**src/rtl/eep_pkg.sv**
```systemverilog
// Package: shared control-word bit positions for the page update buffer.
// Assumes a 4-bit control word; positions are fixed by the software contract.
package eep_pkg;
    localparam int CTL_ERASE  = 0;
    localparam int CTL_PAGE   = 1;
    localparam int CTL_START  = 2;
    localparam int CTL_CLRERR = 3;
    localparam int CTL_W      = 4;
endpackage

```
**src/rtl/eep_wbuf.sv**
```systemverilog
// Write buffer: collects byte writes for one page, tagged by the first
// address entered. Later writes to a slot overwrite earlier ones. Writes to
// another page are dropped and raise a sticky error.
// Assumes wr_en is already gated so it is low while a commit is running.
module eep_wbuf #(
    parameter int DATA_W = 8,
    parameter int PB     = 4,
    parameter int TAG_W  = 2
) (
    input  logic                              clk,
    input  logic                              rst_n,
    input  logic                              wr_en,
    input  logic [TAG_W+PB-1:0]               wr_addr,
    input  logic [DATA_W-1:0]                 wr_data,
    input  logic                              clr_buf,
    input  logic                              clr_err,
    output logic [(1<<PB)-1:0]                valid_o,
    output logic [(1<<PB)-1:0][DATA_W-1:0]    data_o,
    output logic [TAG_W-1:0]                  tag_o,
    output logic                              any_o,
    output logic                              err_o
);
    localparam int SLOTS = 1 << PB;

    logic [SLOTS-1:0]              valid_q;
    logic [SLOTS-1:0][DATA_W-1:0]  data_q;
    logic [TAG_W-1:0]              tag_q;
    logic                          err_q;
    logic [TAG_W-1:0]              wr_tag;
    logic [PB-1:0]                 wr_slot;
    logic                          accept;
    logic                          reject;

    // Split the address and decide whether this write may join the buffer.
    always_comb begin
        wr_tag  = wr_addr[TAG_W+PB-1:PB];
        wr_slot = wr_addr[PB-1:0];
        accept  = wr_en && (!any_o || (wr_tag == tag_q));
        reject  = wr_en && any_o && (wr_tag != tag_q);
    end

    assign any_o   = |valid_q;
    assign valid_o = valid_q;
    assign data_o  = data_q;
    assign tag_o   = tag_q;
    assign err_o   = err_q;

    // Per-slot valid bit and data byte, one register set per slot.
    generate
        for (genvar s = 0; s < SLOTS; s++) begin : g_slot
            always_ff @(posedge clk) begin
                if (!rst_n) begin
                    valid_q[s] <= 1'b0;
                    data_q[s]  <= '0;
                end else if (clr_buf) begin
                    valid_q[s] <= 1'b0;
                end else if (accept && (wr_slot == PB'(s))) begin
                    valid_q[s] <= 1'b1;
                    data_q[s]  <= wr_data;
                end
            end
        end
    endgenerate

    // Page tag is captured by the first accepted write.
    always_ff @(posedge clk) begin
        if (!rst_n)
            tag_q <= '0;
        else if (accept && !any_o)
            tag_q <= wr_tag;
    end

    // Sticky error: a reject sets it, an explicit clear lowers it.
    always_ff @(posedge clk) begin
        if (!rst_n)
            err_q <= 1'b0;
        else if (reject)
            err_q <= 1'b1;
        else if (clr_err)
            err_q <= 1'b0;
    end
endmodule

```
**src/rtl/eep_seq.sv**
```systemverilog
// Sequencer: holds the control bits, starts an operation when start is set
// with something to do, and times the commit with a down-counter. Ignores
// control writes while busy, so software cannot cancel an operation.
// Assumes COMMIT_CYCLES >= 1.
module eep_seq
    import eep_pkg::*;
#(
    parameter int COMMIT_CYCLES = 8
) (
    input  logic              clk,
    input  logic              rst_n,
    input  logic              ctl_wr,
    input  logic [CTL_W-1:0]  ctl_wdata,
    input  logic              buf_any,
    output logic              start_o,
    output logic              page_o,
    output logic              erase_o,
    output logic              busy_o,
    output logic              commit_o,
    output logic              commit_erase_o,
    output logic              clr_err_o
);
    localparam int CNT_W = $clog2(COMMIT_CYCLES + 1);

    logic              start_q, page_q, erase_q, busy_q, op_erase_q;
    logic [CNT_W-1:0]  cnt_q;
    logic              ctl_take;
    logic              go;

    // Decode an accepted control write and whether it launches an operation.
    always_comb begin
        ctl_take  = ctl_wr && !busy_q;
        go        = ctl_take && ctl_wdata[CTL_START] &&
                    (ctl_wdata[CTL_ERASE] || (ctl_wdata[CTL_PAGE] && buf_any));
        commit_o  = busy_q && (cnt_q == '0);
        clr_err_o = ctl_take && ctl_wdata[CTL_CLRERR];
    end

    // Control bits, busy flag and commit timer.
    always_ff @(posedge clk) begin
        if (!rst_n) begin
            start_q    <= 1'b0;
            page_q     <= 1'b0;
            erase_q    <= 1'b0;
            busy_q     <= 1'b0;
            op_erase_q <= 1'b0;
            cnt_q      <= '0;
        end else if (commit_o) begin
            start_q <= 1'b0;
            page_q  <= 1'b0;
            erase_q <= 1'b0;
            busy_q  <= 1'b0;
        end else if (busy_q) begin
            cnt_q <= cnt_q - 1'b1;
        end else if (ctl_take) begin
            page_q     <= ctl_wdata[CTL_PAGE];
            erase_q    <= ctl_wdata[CTL_ERASE];
            start_q    <= go;
            busy_q     <= go;
            op_erase_q <= ctl_wdata[CTL_ERASE];
            cnt_q      <= CNT_W'(COMMIT_CYCLES - 1);
        end
    end

    assign start_o        = start_q;
    assign page_o         = page_q;
    assign erase_o        = erase_q;
    assign busy_o         = busy_q;
    assign commit_erase_o = op_erase_q;
endmodule

```
**src/rtl/eep_store.sv**
```systemverilog
// Storage array: one byte register per location, reset to the erased value.
// On a commit pulse it either erases everything or loads the valid buffer
// slots of the tagged page. Reads are combinational and show all ones while
// busy. Assumes commit is a single-cycle pulse.
module eep_store #(
    parameter int DATA_W = 8,
    parameter int ADDR_W = 6,
    parameter int PB     = 4
) (
    input  logic                              clk,
    input  logic                              rst_n,
    input  logic                              commit,
    input  logic                              commit_erase,
    input  logic [ADDR_W-PB-1:0]              tag,
    input  logic [(1<<PB)-1:0]                valid,
    input  logic [(1<<PB)-1:0][DATA_W-1:0]    data,
    input  logic                              busy,
    input  logic [ADDR_W-1:0]                 rd_addr,
    output logic [DATA_W-1:0]                 rd_data
);
    localparam int DEPTH = 1 << ADDR_W;
    localparam int SLOTS = 1 << PB;
    localparam int TAG_W = ADDR_W - PB;

    logic [DEPTH-1:0][DATA_W-1:0] mem_q;

    // One register per location, updated from its own buffer slot.
    generate
        for (genvar i = 0; i < DEPTH; i++) begin : g_loc
            localparam logic [TAG_W-1:0] MY_TAG = TAG_W'(i / SLOTS);
            localparam int MY_SLOT = i % SLOTS;
            always_ff @(posedge clk) begin
                if (!rst_n)
                    mem_q[i] <= '1;
                else if (commit && commit_erase)
                    mem_q[i] <= '1;
                else if (commit && (tag == MY_TAG) && valid[MY_SLOT])
                    mem_q[i] <= data[MY_SLOT];
            end
        end
    endgenerate

    // Read mux, masked to the erased value during a commit.
    always_comb begin
        rd_data = busy ? '1 : mem_q[rd_addr];
    end
endmodule

```
**src/rtl/eep_page_buf.sv**
```systemverilog
// Top: page update buffer for a small emulated EEPROM. Wires together the
// sequencer, the write buffer and the storage array. Byte writes reach the
// buffer only while page update is selected and no commit runs.
// Assumes ADDR_W > PB.
module eep_page_buf
    import eep_pkg::*;
#(
    parameter int DATA_W        = 8,
    parameter int ADDR_W        = 6,
    parameter int PB            = 4,
    parameter int COMMIT_CYCLES = 8
) (
    input  logic              clk,
    input  logic              rst_n,
    input  logic              ctl_wr,
    input  logic [CTL_W-1:0]  ctl_wdata,
    output logic              stat_start,
    output logic              stat_page,
    output logic              stat_erase,
    output logic              stat_busy,
    output logic              stat_err,
    input  logic              mem_wr,
    input  logic [ADDR_W-1:0] mem_waddr,
    input  logic [DATA_W-1:0] mem_wdata,
    input  logic [ADDR_W-1:0] rd_addr,
    output logic [DATA_W-1:0] rd_data
);
    localparam int TAG_W = ADDR_W - PB;
    localparam int SLOTS = 1 << PB;

    logic                          buf_any, commit, commit_erase, clr_err;
    logic                          buf_wr;
    logic [SLOTS-1:0]              buf_valid;
    logic [SLOTS-1:0][DATA_W-1:0]  buf_data;
    logic [TAG_W-1:0]              buf_tag;

    // Gate byte writes: only with page update selected and while idle.
    assign buf_wr = mem_wr && stat_page && !stat_busy;

    eep_seq #(.COMMIT_CYCLES(COMMIT_CYCLES)) u_seq (
        .clk(clk), .rst_n(rst_n),
        .ctl_wr(ctl_wr), .ctl_wdata(ctl_wdata), .buf_any(buf_any),
        .start_o(stat_start), .page_o(stat_page), .erase_o(stat_erase),
        .busy_o(stat_busy), .commit_o(commit),
        .commit_erase_o(commit_erase), .clr_err_o(clr_err)
    );

    eep_wbuf #(.DATA_W(DATA_W), .PB(PB), .TAG_W(TAG_W)) u_buf (
        .clk(clk), .rst_n(rst_n),
        .wr_en(buf_wr), .wr_addr(mem_waddr), .wr_data(mem_wdata),
        .clr_buf(commit), .clr_err(clr_err),
        .valid_o(buf_valid), .data_o(buf_data), .tag_o(buf_tag),
        .any_o(buf_any), .err_o(stat_err)
    );

    eep_store #(.DATA_W(DATA_W), .ADDR_W(ADDR_W), .PB(PB)) u_store (
        .clk(clk), .rst_n(rst_n),
        .commit(commit), .commit_erase(commit_erase),
        .tag(buf_tag), .valid(buf_valid), .data(buf_data),
        .busy(stat_busy), .rd_addr(rd_addr), .rd_data(rd_data)
    );
endmodule

```
**config.mk**
```make
export PLATFORM = sky130hd
export DESIGN_NAME = eep_page_buf
export DESIGN_NICKNAME = d
export VERILOG_FILES = /design/src/rtl/eep_pkg.sv /design/src/rtl/eep_wbuf.sv /design/src/rtl/eep_seq.sv /design/src/rtl/eep_store.sv /design/src/rtl/eep_page_buf.sv
export SDC_FILE = /design/constraint.sdc
export NUM_CORES = 2
export LEC_CHECK = 0
export CORE_UTILIZATION = 44
export DETAILED_ROUTE_END_ITERATION = 7
export DONT_BUFFER_PORTS = 1
export PLACE_DENSITY = 0.63
export SLEW_MARGIN = 40
export SYNTH_ARGS = -nofsm -noshare
export SYNTH_HDL_FRONTEND = slang
export SYNTH_HIERARCHICAL = 1
export SYNTH_SLANG_ARGS = --single-unit
export TNS_END_PERCENT = 1
```
**constraint.sdc**
```tcl
create_clock -name clk -period 2.4 [get_ports clk]
set_input_delay 0.24 -clock clk [delete_from_list [all_inputs] [get_ports clk]]
set_output_delay 0.24 -clock clk [all_outputs]
set_load 0.05 [all_outputs]
```
==> impl_results.md <==
* Leak at 13.4 nW
* TritonCTS Buffers at 70
* Worst-skew pair later-pin latency at 0.62 ns
* RSZ-0062 raised after global routing: true
* WS Path Type: flip-flop to primary output
* DR vias at 24,400
* Setup crit end: rd_data[5]
* CP startpoint kind: flip-flop
* Layout Utilization at 50.8%
* Worst r2r src: u_buf/valid_o[4]
* Failing checks: setup timing
* Post-layout min period at 2.87 ns
* #FFs+latches synth at 668
* Netlist Area Pre-Place at 28,200 µm²
* Pwr Density at 725 nW/µm²
* Pre-CTS WS at -0.0459 ns
* Final clock skew at 0.0300 ns
* Drt initial violations at 3,205
* Synth warnings at 6
* Horizontal die dimension at 255 µm
* Ys flop type: dfxtp_1
* Row cnt at 92
* TritonCTS clock tree: yes
* H-tree depth at 3
* Critical Path Source: u_store/mem_q[381]
* Layout cells sized above 1 at 11.2%
* Seq/Total Area, Yosys at 47.3%
* Worst R2R Path Depth at 7
* Number of vias per cell at 5.84
* Layout Cells excl Fill at 4,171
* Max Cap Viol at 0
* Global-route wire length before repair at 145 mm
* Async set or reset register ratio after synthesis at 0%
* Main area contributors after synthesis: dfxtp_1 47%, nand2_1 17%, nand3_1 9.4%
* Nets at 3,300
* CP Capture Type: primary output
* Worst Hold Class: primary input to flip-flop
* CTS Root Cell: clkbuf_16
* Grt total ovfl at 0
* Critical R2R Capture: u_seq/busy_o
* Slew HR at 53.2%
* Ports at 41
* Avg Inst Size Synth at 8.57 µm²
* Placed cell count at 4,019
* Number of port buffers at 0
* Reg clk slew, reported paths at 0.06 ns
* Initial Utilization at 44.7%
* Drt first pass iters at 6
* Hold WS at 0.0378 ns
* Slew @ Worst Pin at 0.700 ns
* Final setup vio count at 8
* Antenna Nets Post-Route at 0
* Crit path DAT at 2.63 ns
* Total track usage at 29.5%
* Clk buf depth at 3
* Clk sinks at 668
* Post-Route WL at 98.6 mm
* Final Max Tran Viols at 0
* Crit-path max FO at 2
* Fmax at 349 MHz
* Chip height at 255 µm
* Area grow syn2layout at 13.7%
* Critical Path RT at 2.16 ns
* Placeable Area at 63,200 µm²
* # DRC at 0
* Post-synthesis cell type count at 54
* HPWL reported at the end of detailed placement at 66.7 mm
* Synthesized net count at 3,327
* Die area at 65,200 µm²
* Yosys top cell by area: dfxtp_1
* Reg-to-reg slack, setup at 0.13 ns
* Pin count of the biggest net entering global routing at 128
* Initial antenna violation count at 0
* Vias in the first global route at 22,200
* Period utilisation layout at 120%
* VDD IR max at 516 µV
* Placer Congestion at 0.948
* Synth top area share at 47.3%
* Fin. Hold Viols at 0
* Wire length per cell at 23.6 µm
* Number of enable flip-flop cells after synthesis at 0
* Mapped Cells at 3,297
* Total power at 23.3 mW
* Final worst slack at -0.469 ns
* Status: finished, violations left
## state kept, by name, indices dropped and copies added (netlist names)
| register | flops |
|---|---|
| u_store/mem_q | 512 |
| u_buf/data_o | 128 |
| u_buf/valid_o | 16 |
| u_seq/cnt_q | 4 |
| u_buf/tag_o | 2 |
| u_buf/err_o | 1 |
| u_seq/busy_o | 1 |
| u_seq/commit_erase_o | 1 |
| u_seq/erase_o | 1 |
| u_seq/page_o | 1 |
| u_seq/start_o | 1 |
## cell families (layout without fill, tap and decap cells)
kind of cell | count (synthesis) | count (layout) | synth area share [%]
muxes | 296 | 296 | 14.9
and+or+nand+nor | 1917 | 1917 | 29.2
xor gates and xnor gates | 2 | 2 | 0.0620
DFF | 668 | 668 | 47.3
buffers and inverters | 240 | 267 | 3.76
AOI/OAI and AO/OA | 172 | 172 | 4.66
adders and majority gates | 2 | 2 | 0.0886
other | 0 | 1 | 0
## layer usage
layer  wire length, µm  GRT usage, %  vias up  share of wire, %
met3             10000          5.12      183                10
met5                 0             0        -                 0
li1                  -             -    11100                 -
met2             41900          42.7     1308                42
met4              3970          12.6        0               4.0
met1             42700          43.0    11700                43
## report_power, final
group / internal (mW) / switching, mW
registers: 11.1 / 0.0333
logic: 0.372 / 0.692
clock network: 6.49 / 4.59
## how the worst min path moves through the flow
stage | start | end | slack, ns | cells past startpoint
floorplan | rst_n | u_seq/cnt_q[0] | 0.37 | 1
global placement | rst_n | u_buf/err_o | 0.39 | 1
detailed placement | rst_n | u_buf/err_o | 0.39 | 1
CTS | mem_waddr[1] | u_buf/valid_o[6] | 0.01 | 3
global route | mem_waddr[1] | u_buf/valid_o[6] | 0.06 | 3
finish | mem_waddr[1] | u_buf/valid_o[6] | 0.04 | 3
## synthesized netlist by cell type (all sizes together), types with 3 or more instances
library cell / instances
nor3: 5
a21oi: 61
a21boi: 6
a22oi: 57
o21ai: 12
nor3b: 6
clkbuf: 166
nor2: 10
inv: 22
mux2i: 194
nand2b: 6
nor4: 4
dfxtp: 668
mux4: 100
nand3: 530
nand2: 1246
nor2b: 15
o2111ai: 16
and3b: 3
and2: 73
a31oi: 7
or4: 6
and3: 4
buf: 52
## cell usage in the layout (no fill, tap or decap), drive strengths merged, types with 6 or more instances in the layout
| cell type | synthesis | routed |
|---|---|---|
| nand2 | 1246 | 1246 |
| dfxtp | 668 | 668 |
| nand3 | 530 | 530 |
| mux2i | 194 | 194 |
| clkbuf | 166 | 108 |
| mux4 | 100 | 100 |
| buf | 52 | 96 |
| and2 | 73 | 73 |
| a21oi | 61 | 61 |
| a22oi | 57 | 57 |
| inv | 22 | 25 |
| dlygate4sd3 | 0 | 23 |
| o2111ai | 16 | 16 |
| nor2b | 15 | 15 |
| o21ai | 12 | 12 |
| nor2 | 10 | 10 |
| clkinv | 0 | 9 |
| a31oi | 7 | 7 |
| nand2b | 6 | 6 |
| nor3b | 6 | 6 |
| a21boi | 6 | 6 |
| or4 | 6 | 6 |
## area by class of cell
type                            count  area (µm²)
Timing Repair Buffer              119        1250
Inverter                           22        85.1
Fill cell                        5875       31100
Sequential cell                   668       13400
Tap cell                          846        1060
Clock buffer                      108        2070
Multi-Input combinational cell   2389       14000
Clock inverter                     18         240
Antenna cell                        1        2.50
## critical path, cell delays in order (launching register included)
cell,delay [ns]
dfxtp_1,0.31
mux4_2,0.52
a22oi_2,0.16
buf_4,0.16
a21oi_4,0.07
or4_4,0.59
buf_8,0.18
## per-stage QoR
| stage | setup TNS [ns] | instance area, µm² |
|---|---|---|
| global route | -3.05 | 32100 |
| finish | -2.82 | 32100 |
| global placement | -0.113 | 29300 |
| detailed placement | -0.0602 | 29300 |
| floorplan | -0.187 | 28300 |
| CTS | -2.76 | 32100 |
## repair_timing
action | CTS | global route
endpoints found under the setup margin | 9 | 9
gates resized for setup | 47 | 12
pin swaps | 8 | 7
buffers inserted | 0 | 1
hold buffers | 24 | 0
hold endpoints to repair | 159 | 0
Power figures use the tool's default switching activity.
